`config.mk`:
```
export PLATFORM = sky130hd
export DESIGN_NAME = packet_grouper
export DESIGN_NICKNAME = d
export VERILOG_FILES = /design/src/rtl/pg_pkg.sv /design/src/rtl/pg_tick.sv /design/src/rtl/pg_store.sv /design/src/rtl/pg_ctrl.sv /design/src/rtl/packet_grouper.sv
export SDC_FILE = /design/constraint.sdc
export NUM_CORES = 1
export LEC_CHECK = 0
export BUFFER_PORTS_ARGS = -buffer_cell sky130_fd_sc_hd__buf_2
export CORE_ASPECT_RATIO = 0.9
export CORE_MARGIN = 2
export CORE_UTILIZATION = 40
export CTS_CLUSTER_DIAMETER = 120
export DETAILED_ROUTE_END_ITERATION = 6
export PLACE_DENSITY_LB_ADDON = 0.3
export SLEW_MARGIN = 20
export SYNTH_ARGS = -nofsm -noshare
export SYNTH_HDL_FRONTEND = slang
export SYNTH_SLANG_ARGS = --single-unit
```
`constraint.sdc`:
```
create_clock -name clk -period 3.2 [get_ports clk]
set_input_delay 0.32 -clock clk [delete_from_list [all_inputs] [get_ports clk]]
set_output_delay 0.32 -clock clk [all_outputs]
set_load 0.01 [all_outputs]
```
`src/rtl/pg_pkg.sv`:
```
package pg_pkg;

    // Why a packet was closed; more than one bit may be set.
    typedef struct packed {
        logic delim;
        logic limit;
        logic ovf;
    } close_cause_t;

    // Combine the three end tests of one accepted word.
    function automatic close_cause_t classify(input logic hit_delim,
                                              input logic hit_limit,
                                              input logic at_full);
        close_cause_t c;
        c.delim = hit_delim;
        c.limit = hit_limit;
        c.ovf   = at_full && !hit_delim && !hit_limit;
        return c;
    endfunction

    function automatic logic closes(input close_cause_t c);
        return c.delim || c.limit || c.ovf;
    endfunction

endpackage

```
`src/rtl/pg_tick.sv`:
```
module pg_tick #(
    parameter int TS_W = 16
) (
    input  logic            clk,
    input  logic            rst,
    output logic [TS_W-1:0] tick
);
    always_ff @(posedge clk) begin
        if (rst) tick <= '0;
        else     tick <= tick + 1'b1;
    end
endmodule

```
`src/rtl/pg_store.sv`:
```
module pg_store #(
    parameter int WORD_W = 9,
    parameter int DEPTH  = 8,
    localparam int ADDR_W = (DEPTH > 1) ? $clog2(DEPTH) : 1
) (
    input  logic              clk,
    input  logic              wr_en,
    input  logic [ADDR_W-1:0] wr_addr,
    input  logic [WORD_W-1:0] wr_data,
    input  logic [ADDR_W-1:0] rd_addr,
    output logic [WORD_W-1:0] rd_data
);
    logic [WORD_W-1:0] slots [DEPTH];

    always_ff @(posedge clk) begin
        if (wr_en) slots[wr_addr] <= wr_data;
    end

    always_comb begin
        rd_data = '0;
        if (int'(rd_addr) < DEPTH) rd_data = slots[rd_addr];
    end
endmodule

```
`src/rtl/pg_ctrl.sv`:
```
module pg_ctrl
    import pg_pkg::*;
#(
    parameter int WORD_W = 9,
    parameter int DEPTH  = 8,
    parameter int TS_W   = 16,
    localparam int CNT_W  = $clog2(DEPTH + 1),
    localparam int ADDR_W = (DEPTH > 1) ? $clog2(DEPTH) : 1
) (
    input  logic              clk,
    input  logic              rst,
    input  logic              in_valid,
    input  logic [WORD_W-1:0] in_word,
    input  logic              cfg_delim_en,
    input  logic [WORD_W-1:0] cfg_delim,
    input  logic              cfg_limit_en,
    input  logic [CNT_W-1:0]  cfg_limit,
    input  logic [TS_W-1:0]   tick,
    output logic              wr_en,
    output logic [ADDR_W-1:0] wr_addr,
    output logic [WORD_W-1:0] wr_data,
    output logic              pkt_done,
    output logic [CNT_W-1:0]  pkt_len,
    output close_cause_t      pkt_cause,
    output logic [TS_W-1:0]   pkt_ts
);
    logic [CNT_W-1:0] fill_q;
    logic [CNT_W-1:0] fill_nx;
    logic [TS_W-1:0]  first_ts_q;
    logic [TS_W-1:0]  first_ts;
    logic             grouping;
    logic             take;
    close_cause_t     cause;

    assign grouping = cfg_delim_en || cfg_limit_en;
    assign take     = in_valid && grouping;
    assign fill_nx  = fill_q + 1'b1;
    assign first_ts = (fill_q == '0) ? tick : first_ts_q;

    // Word is appended first; the end tests see the count including it.
    assign cause = classify(cfg_delim_en && (in_word == cfg_delim),
                            cfg_limit_en && (fill_nx == cfg_limit),
                            fill_nx == CNT_W'(DEPTH));

    assign wr_en   = take;
    assign wr_addr = fill_q[ADDR_W-1:0];
    assign wr_data = in_word;

    always_ff @(posedge clk) begin
        if (rst) begin
            fill_q     <= '0;
            first_ts_q <= '0;
            pkt_done   <= 1'b0;
            pkt_len    <= '0;
            pkt_cause  <= '0;
            pkt_ts     <= '0;
        end else begin
            pkt_done <= 1'b0;
            if (take) begin
                first_ts_q <= first_ts;
                if (closes(cause)) begin
                    fill_q    <= '0;
                    pkt_done  <= 1'b1;
                    pkt_len   <= fill_nx;
                    pkt_cause <= cause;
                    pkt_ts    <= first_ts;
                end else begin
                    fill_q <= fill_nx;
                end
            end
        end
    end

    p_fill_bound_r6: assert property (@(posedge clk) disable iff (rst)
        int'(fill_q) < DEPTH);

    p_done_after_word_r7: assert property (@(posedge clk) disable iff (rst)
        pkt_done |-> $past(in_valid));

    p_done_needs_enable_r5: assert property (@(posedge clk) disable iff (rst)
        pkt_done |-> $past(cfg_delim_en || cfg_limit_en));

    p_len_range_r9: assert property (@(posedge clk) disable iff (rst)
        pkt_done |-> (pkt_len != '0) && (int'(pkt_len) <= DEPTH));

    p_ovf_full_r6: assert property (@(posedge clk) disable iff (rst)
        (pkt_done && pkt_cause.ovf) |-> (int'(pkt_len) == DEPTH));

    p_limit_len_r3: assert property (@(posedge clk) disable iff (rst)
        (pkt_done && pkt_cause.limit) |-> (pkt_len == $past(cfg_limit)));

    p_delim_last_r2: assert property (@(posedge clk) disable iff (rst)
        (pkt_done && pkt_cause.delim) |-> ($past(in_word) == $past(cfg_delim)));

    p_ovf_exclusive_r6: assert property (@(posedge clk) disable iff (rst)
        pkt_done |-> $onehot0({pkt_cause.ovf, pkt_cause.delim || pkt_cause.limit}));
endmodule

```
`src/rtl/packet_grouper.sv`:
```
module packet_grouper
    import pg_pkg::*;
#(
    parameter int WORD_W = 9,
    parameter int DEPTH  = 8,
    parameter int TS_W   = 16,
    localparam int CNT_W  = $clog2(DEPTH + 1),
    localparam int ADDR_W = (DEPTH > 1) ? $clog2(DEPTH) : 1
) (
    input  logic              clk,
    input  logic              rst,
    input  logic              in_valid,
    input  logic [WORD_W-1:0] in_word,
    input  logic              cfg_delim_en,
    input  logic [WORD_W-1:0] cfg_delim,
    input  logic              cfg_limit_en,
    input  logic [CNT_W-1:0]  cfg_limit,
    input  logic [ADDR_W-1:0] rd_addr,
    output logic [WORD_W-1:0] rd_word,
    output logic              pkt_done,
    output logic [CNT_W-1:0]  pkt_len,
    output logic              pkt_by_delim,
    output logic              pkt_by_limit,
    output logic              pkt_ovf,
    output logic [TS_W-1:0]   pkt_ts
);
    logic [TS_W-1:0]   tick;
    logic              wr_en;
    logic [ADDR_W-1:0] wr_addr;
    logic [WORD_W-1:0] wr_data;
    close_cause_t      cause;

    pg_tick #(.TS_W(TS_W)) u_tick (
        .clk  (clk),
        .rst  (rst),
        .tick (tick)
    );

    pg_ctrl #(.WORD_W(WORD_W), .DEPTH(DEPTH), .TS_W(TS_W)) u_ctrl (
        .clk          (clk),
        .rst          (rst),
        .in_valid     (in_valid),
        .in_word      (in_word),
        .cfg_delim_en (cfg_delim_en),
        .cfg_delim    (cfg_delim),
        .cfg_limit_en (cfg_limit_en),
        .cfg_limit    (cfg_limit),
        .tick         (tick),
        .wr_en        (wr_en),
        .wr_addr      (wr_addr),
        .wr_data      (wr_data),
        .pkt_done     (pkt_done),
        .pkt_len      (pkt_len),
        .pkt_cause    (cause),
        .pkt_ts       (pkt_ts)
    );

    pg_store #(.WORD_W(WORD_W), .DEPTH(DEPTH)) u_store (
        .clk     (clk),
        .wr_en   (wr_en),
        .wr_addr (wr_addr),
        .wr_data (wr_data),
        .rd_addr (rd_addr),
        .rd_data (rd_word)
    );

    assign pkt_by_delim = cause.delim;
    assign pkt_by_limit = cause.limit;
    assign pkt_ovf      = cause.ovf;
endmodule

```
After elaboration in Yosys (flattened, before gate mapping)
Memory sizes are Yosys's and may differ from the RTL's.
Cells that the tools add are included.
- bits in registers: 60
- RAM bits: 72
- bits of input ports: 30
- output and inout bits: 33
- logic and storage cells: 34
- memories: 1
- add/subtract/negate cells: 2
- equality and inequality tests: 3
- mux-type cells: 5
- bitwise logic cells: 1
- reduce and logical (&&, ||, !) cells: 13
- memory list (memory ; words ; width ; read ports ; clocked after memory_dff ; write ports ; line ; RTL):
    u_store.slots ; 8 ; 9 ; 1 ; 0 ; 1 ; pg_store.sv:13 ; logic [WORD_W-1:0] slots [DEPTH];
- operators with widths (cell ; number):
    adder 16 x 1 -> 16 bit, second input constant ; 1
    2-to-1 mux 16 bit ; 1
    equality test 9 bit ; 1
    logical AND 1 bit ; 5
    adder 4 x 1 -> 4 bit, second input constant ; 1
    equality test 4 bit ; 1
    equality test 4 bit, second input constant ; 1
    logical NOT 4 bit ; 1
    2-to-1 mux 4 bit ; 1
    logical OR 1 bit ; 3
    2-to-1 mux 1 bit ; 3
    logical NOT 1 bit ; 2
    AND reduction 2 bit ; 1
    OR reduction 2 bit ; 1
    inverter 1 bit ; 1

Depth between registers and ports, before layout
Gate-level depths: netlist of the first run.
- depth after elaboration: 7
- mapped depth: 10
- mapped depth without buffers: 7

By module
Synthesis of the first run repeated with hierarchy kept, for this count alone.
- cells, all modules: 449
- area, all modules: 5895.7 sq um
- by module, submodules not included (module ; instances ; cells each ; area each (sq um) ; seq. area each (sq um)):
    pg_store ; 1 ; 117 ; 2839.0 ; 2162.1
    pg_ctrl ; 1 ; 251 ; 2292.2 ; 880.8
    pg_tick ; 1 ; 81 ; 764.5 ; 320.3

Worst setup path after synthesis of the first run
Ideal clock, no wire load.
- path kind: register -> register
- from: register u_ctrl.fill_q[0]
- to: register u_ctrl.pkt_ts[10]
- setup time: 0.121 ns
- data arrival time: 2.330 ns
- data required time: 3.079 ns
- path slack: 0.749 ns
- cell stages (with the launch flop): 10
- buffers on the path: 2
- cells stage by stage: dfxtp_1 > buf_2 > inv_1 > ha_1 > xnor2_1 > and3_1 > and3_4 > o31ai_4 > buf_6 > mux2_4
- word-level cells in the longest chain between the ends: 7
- elaborated cells between the ends (all ways): 12
- those cells by class: 1 x add/sub; 2 x eq/ne; 1 x mux; 8 x reduce/logical
- ends and longest elaborated chain (item ; line ; RTL):
    start, declared ; pg_ctrl.sv:27 ; logic [CNT_W-1:0] fill_q;
    start signal, assigned ; pg_ctrl.sv:68 ; fill_q <= fill_nx;
    adder 4 x 1 -> 4 bit * ; pg_ctrl.sv:37 ; assign fill_nx = fill_q + 1'b1;
    named net u_ctrl.fill_nx[0] ; pg_ctrl.sv:28 ; logic [CNT_W-1:0] fill_nx;
    equality test 4 bit ; pg_ctrl.sv:42 ; cfg_limit_en && (fill_nx == cfg_limit),
    logical AND 1 bit ; pg_ctrl.sv:42 ;
    logical NOT 1 bit ; pg_pkg.sv:17 ; c.ovf = at_full && !hit_delim && !hit_limit;
    logical AND 1 bit ; pg_pkg.sv:17 ;
    logical OR 1 bit * ; pg_pkg.sv:22 ; return c.delim || c.limit || c.ovf;
    AND reduction 2 bit (no source line) * ; n/a ;
    end signal, assigned ; pg_ctrl.sv:66 ; pkt_ts <= first_ts;
    end, declared ; pg_ctrl.sv:25 ; output logic [TS_W-1:0] pkt_ts
The timed path passes the listed nets; every way through them passes the cells marked *.
A chain may end at the register's enable or synchronous reset.

Worst setup path after layout of the first run
- from: register u_ctrl.fill_q[0]
- to: register u_ctrl.pkt_ts[15]
The elaborated chain is that of the path after synthesis.

==> flow_summary.toml, run 1 <==
[logic_synthesis]
ys_ff_latch = 132
yosysTopAreaCellShare_pct = 38.3
synth_area_per_cell_um2 = 12.9
synthCells = 439
synth_area_um2 = 5650
synth_cell_types = 43
synth_async_sr_flop_share_pct = 0
ys_seq_area_share_pct = 59.6
synth_top_cell_by_area = "edfxtp_1"
synth-warning-count = 0
synth_fp_nets = 473
synth-edff-count = 72
synth_top_flop_cell = "edfxtp_1"
synth.area.top_cells = "edfxtp_1 (38%), dfxtp_1 (21%), mux4_2 (7.2%)"

[sta]
rsz0062_at_grt = "false"
tightestPinTransition_ns = 0.661
slew_viol_final = 0
relSlewSlack_pct = 55.9
hold_viol = 0
final.setup_skew_ns = 0.00555
max_freq_mhz = 376
totalNegativeSetupSlack_ns = 0
min_period_ns = 2.66
period_share_pct = 83.1
setup_viol = 0

[cells_and_area]
fillCellCount = 1215
nets = 543
final_cell_mix = "edfxtp_1 (72), buf_2 (62), dfxtp_1 (60), nand2_1 (46), nor2_1 (34)"
antennaDiodeCount = 0
drive_gt1_share_pct = 30.7
area_growth_pct = 22.5
finalCoreUtilization_pct = 49.8
layout_commonest_cell = "edfxtp_1"
stdcell_area_um2 = 6920
fin_cells = 715

[clocking]
htreeDepth = 4
clk_path_buf_depth = 2
postCtsSetupBuffers = 0
holdBufCountCts = 0
numCtsBuffers = 17
clock_sinks = 132
clk_pin_slew_ns = 0.06
cts-resized-gates = 0
cts_tree = "yes"
clkLatencyLatePin_ns = 0.42
root_buffer = "clkbuf_16"

[place]
gp_congestion = 0.757
port_buffers = 62
post-place-cells = 683
placed_area_um2 = 6200
hpwl_um = 7280

[power_and_ir_drop]
power_leakage_uw = 0.00257
p_int_uw = 3480
combPwrFrac_pct = 5.6
peakVddDrop_mv = 0.432
powerDensity_nw_per_um2 = 629
p_total_uw = 4350
p_sw_uw = 874
pwr-share-seq_pct = 42.0
power_frac_clock_pct = 52.4
switching_share_pct = 20.1

[grt]
grt_max_degree = 29
grt_pass1_vias = 3628
antenna_found_initial = 0
grt_pass1_wl_um = 18300
grtUsageTotal_pct = 16.5
overflow = 0

[die]
fp.dieW_um = 129
ios = 63
num_rows = 41
initial_core_util_pct = 40.6
coreArea_um2 = 13900
die_h_um = 117
die_area_um2 = 15100

[setup_path]
cp_cell_sequence = "inv_1 > ha_1 > xnor2_1 > and3_1 > and3_4 > o31ai_4 > buf_4 > mux2_2"
critPathMaxFanout = 18
cp_num_buf_inv = 2
required_ns = 3.51
cpPeakStageDelay_ns = 0.54
startpoint_type = "flop"
cp_slowest_cell = "dfxtp_1"
critPathKind = "reg2reg"
cp_top_family = "flip-flops"
arrival_ns = 2.97
cp-end-kind = "flop"

[drt]
totalWireLength_um = 11400
wire_per_inst_um = 16.0
drtIter0Drc = 284
num_vias = 3515
ant_nets = 0
drc = 0
vias_per_cell = 4.92
drtPass1Iterations = 4

[job]
max_cap_violations = 0

[run_status]
status = "completed"

[hold_path]
hold_class = "in2reg"
power by group through the flow:
| stage | logic, uW | registers [uW] | clock network (uW) |
|---|---|---|---|
| after floorplan | 167 | 1850 | 0 |
| final | 245 | 1830 | 2280 |
| after global routing | 271 | 1830 | 2400 |
| after detailed placement | 249 | 1860 | 0 |
| after global placement | 244 | 1860 | 0 |
| after CTS | 250 | 1830 | 2320 |
path summary, 6_finish.rpt:
path | to | slack [ns] | startpoint | cells after the start
max reg2reg | u_ctrl.pkt_ts[15]$_SDFFE_PP0P_ | 0.54 | u_ctrl.fill_q[0]$_SDFFE_PP0P_ | 8
min reg2reg | u_ctrl.first_ts_q[5]$_SDFFE_PP0P_ | 0.46 | u_ctrl.first_ts_q[5]$_SDFFE_PP0P_ | 2
max | u_ctrl.pkt_ts[15]$_SDFFE_PP0P_ | 0.54 | u_ctrl.fill_q[0]$_SDFFE_PP0P_ | 8
min | u_store.slots[1][2]$_DFFE_PP_ | 0.20 | in_word[2] | 1
flip-flops by register name, indices dropped and copies added (netlist names):
name,count
u_ctrl.pkt_cause,3
u_ctrl.pkt_ts,16
u_store.slots,72
u_ctrl.first_ts_q,16
u_ctrl.pkt_done,1
u_tick.tick,16
u_ctrl.fill_q,4
u_ctrl.pkt_len,4
layer usage:
layer  GRT usage (%)  wire (um)  vias up
li1                -          -     1738
met1            20.1       5050     1696
met2            27.3       5720       60
met3            4.35        436       21
met4            7.90        222        0
met5               0          0        -
stage by stage:
stage	hold WS, ns	worst slack (ns)
global route	0.204	0.363
floorplan	0.419	0.749
finish	0.201	0.540
detailed placement	0.442	0.549
global placement	0.441	0.643
CTS	0.196	0.539
final cells by class:
cell class / instances / area [um2] / share of cell area (%)
inverter: 6 / 22.5 / 0.326
clock buffer: 22 / 528 / 7.63
multi-input combinational: 276 / 2160 / 31.3
sequential: 132 / 3360 / 48.6
tap: 193 / 241 / 3.49
clock inverter: 10 / 185 / 2.68
timing repair buffer: 76 / 415 / 6.00
synthesized netlist by cell type (6+ instances only):
cell      count
inv_1         6
xor2_1        6
mux4_2       18
a21oi_1      24
dfxtp_1      60
mux2_4        7
xnor2_1      17
mux2_2       19
clkbuf_1     13
mux2i_1      17
nand2_1      46
nor2_1       34
nand4_1       9
nor3_1       10
nor2b_1      18
edfxtp_1     72
nand3_1       7
logic make-up after synthesis:
kind of cell    count (synthesis)  synth area share (%)
compound gates                 40                  4.41
xor+xnor                       25                  4.28
fa+ha+maj                       4                 0.887
buf+inv                        31                  2.44
flops                         132                  59.6
mux                            61                  15.8
simple gates                  146                  12.6
worst register-to-register path, cell delays in order (launching register included):
cell,delay (ns)
dfxtp_1,0.54
inv_1,0.18
ha_1,0.38
xnor2_1,0.14
and3_1,0.19
and3_4,0.18
o31ai_4,0.22
buf_4,0.34
mux2_2,0.38
Note: power is estimated with default switching activity, not from simulation.
==> run 2, diff against run 1 <==
clock period = 2.7 ns   (was 3.2 ns; I/O delays follow)
==> flow_summary.toml, run 2 (synthesized netlist as in run 1, its figures left out) <==
[cells_and_area]
antennaDiodeCount = 0
multi_input_area_um2 = 2160
nets = 543
layout_commonest_cell = "edfxtp_1"
finalCoreUtilization_pct = 48.8
drive_gt1_share_pct = 29.6
largest-register = "u_store.slots"
seq_area_um2 = 3360
largest_reg_flops = 72
area_growth_pct = 20.3
fin_cells = 714
final_cell_mix = "edfxtp_1 (72), buf_2 (62), dfxtp_1 (60), nand2_1 (46), nor2_1 (34)"
fillCellCount = 1241

[sta]
hold_viol = 0
relSlewSlack_pct = 59.6
min_period_ns = 2.53
setup_viol = 0
final.setup_skew_ns = 0.00722
slew_viol_final = 0
totalNegativeSetupSlack_ns = 0
tightestPinTransition_ns = 0.606
max_freq_mhz = 396
rsz0062_at_grt = "false"
period_share_pct = 93.5

[grt]
grtUsageTotal_pct = 16.2
grt_pass1_vias = 3633
antenna_found_initial = 0
grt_pass1_wl_um = 18500
overflow = 0
grt_max_degree = 81

[drt]
vias_per_cell = 5.02
num_vias = 3584
totalWireLength_um = 11400
drtPass1Iterations = 4
wire_per_inst_um = 15.9
drtIter0Drc = 312
ant_nets = 0
drc = 0

[setup_path]
startpoint_type = "flop"
cp-end-kind = "flop"
critPathMaxFanout = 18
rrSetupSlack_ns = 0.17
rr_startpoint = "u_ctrl.fill_q[1]$_SDFFE_PP0P_"
cpPeakStageDelay_ns = 0.49
arrival_ns = 2.82
critPathLaunch = "u_ctrl.fill_q[1]$_SDFFE_PP0P_"
r2r_cells = 8
timing.rr.end = "u_ctrl.pkt_ts[1]$_SDFFE_PP0P_"
endpoint = "u_ctrl.pkt_ts[1]$_SDFFE_PP0P_"
cp_slowest_cell = "dfxtp_1"
required_ns = 3.00
cp_cell_sequence = "inv_1 > ha_1 > xnor2_1 > and3_1 > and3_4 > o31ai_4 > buf_4 > mux2_2"
critPathKind = "reg2reg"

[die]
coreArea_um2 = 13900
initial_core_util_pct = 40.6
die_area_um2 = 15100
num_rows = 41
die_h_um = 117
ios = 63
fp.dieW_um = 129

[clocking]
holdBufCountCts = 0
htreeDepth = 4
postCtsSetupBuffers = 0
clk_path_buf_depth = 2
root_buffer = "clkbuf_16"
clkLatencyLatePin_ns = 0.41
cts_tree = "yes"
numCtsBuffers = 17
clk_pin_slew_ns = 0.06
cts-resized-gates = 0
clock_sinks = 132

[place]
port_buffers = 62
post-place-cells = 683
gp_congestion = 0.830
hpwl_um = 7140

[run_status]
status = "completed"

[hold_path]
hold_class = "in2reg"

[power_and_ir_drop]
peakVddDrop_mv = 0.435
power_leakage_uw = 0.00250
powerDensity_nw_per_um2 = 691

[job]
max_cap_violations = 0
-- run 2: cell count changes in the layout (fill, tap and decap cells not counted), sizes merged --
cell,change
clkinvlp,+1
inv,-1
clkbuf,-3
bufinv,-2
clkinv,+4
-- run 2: worst min-delay path by stage --
stage                                                    to  depth (start not counted)  slack [ns]                               from
after CTS                     u_store.slots[5][4]$_DFFE_PP_                          1        0.14                         in_word[4]
after floorplan               u_store.slots[0][0]$_DFFE_PP_                          0        0.37                         in_word[0]
after global routing          u_store.slots[2][4]$_DFFE_PP_                          1        0.16                         in_word[4]
final                         u_store.slots[0][4]$_DFFE_PP_                          1        0.15                         in_word[4]
after global placement    u_ctrl.first_ts_q[0]$_SDFFE_PP0P_                          2        0.44  u_ctrl.first_ts_q[0]$_SDFFE_PP0P_
after detailed placement     u_ctrl.pkt_len[3]$_SDFFE_PP0P_                          2        0.45     u_ctrl.pkt_len[3]$_SDFFE_PP0P_
-- run 2: where the power goes --
part           total, uW  switching, uW  internal (uW)  leakage (uW)
sequential          2160           14.7           2150       0.00114
combinational        296            170            126       0.00109
clock               2230            805           1430      0.000271
-- run 2: critical path: cells and delay by family (launching register included) --
kind | cells | cell delay (ns)
AOI/OAI and AO/OA | 1 | 0.22
xor gates and xnor gates | 1 | 0.13
adders and majority gates | 1 | 0.34
buffers and inverters | 2 | 0.47
DFF | 1 | 0.49
muxes | 1 | 0.38
and+or+nand+nor | 2 | 0.37
-- run 2: metal layers --
metal  global-route usage, %  routed length [um]  vias to the layer above
met2                    26.9                5590                       66
met5                       0                   0                        -
met3                    3.76                 432                       17
li1                        -                   -                     1737
met4                    6.81                 182                        0
met1                    20.5                5160                     1764
-- run 2: layout make-up --
type	instances	share of cell area (%)
Sequential cell	132	49.5
Multi-Input combinational cell	276	31.8
Clock buffer	19	6.38
Timing Repair Buffer	76	6.30
Tap cell	193	3.56
Clock inverter	12	2.05
Inverter	6	0.332
-- run 2: metrics by stage --
step | hold WS (ns) | instance area, um2 | setup slack, ns | power [uW]
6_report | 0.153 | 6790 | 0.175 | 4690
5_1_grt | 0.164 | 6790 | 0.0517 | 4860
4_1_cts | 0.145 | 6790 | 0.169 | 4730
3_5_place_dp | 0.447 | 6220 | 0.179 | 2500
3_3_place_gp | 0.442 | 6220 | 0.279 | 2500
2_1_floorplan | 0.369 | 5650 | 0.249 | 2400
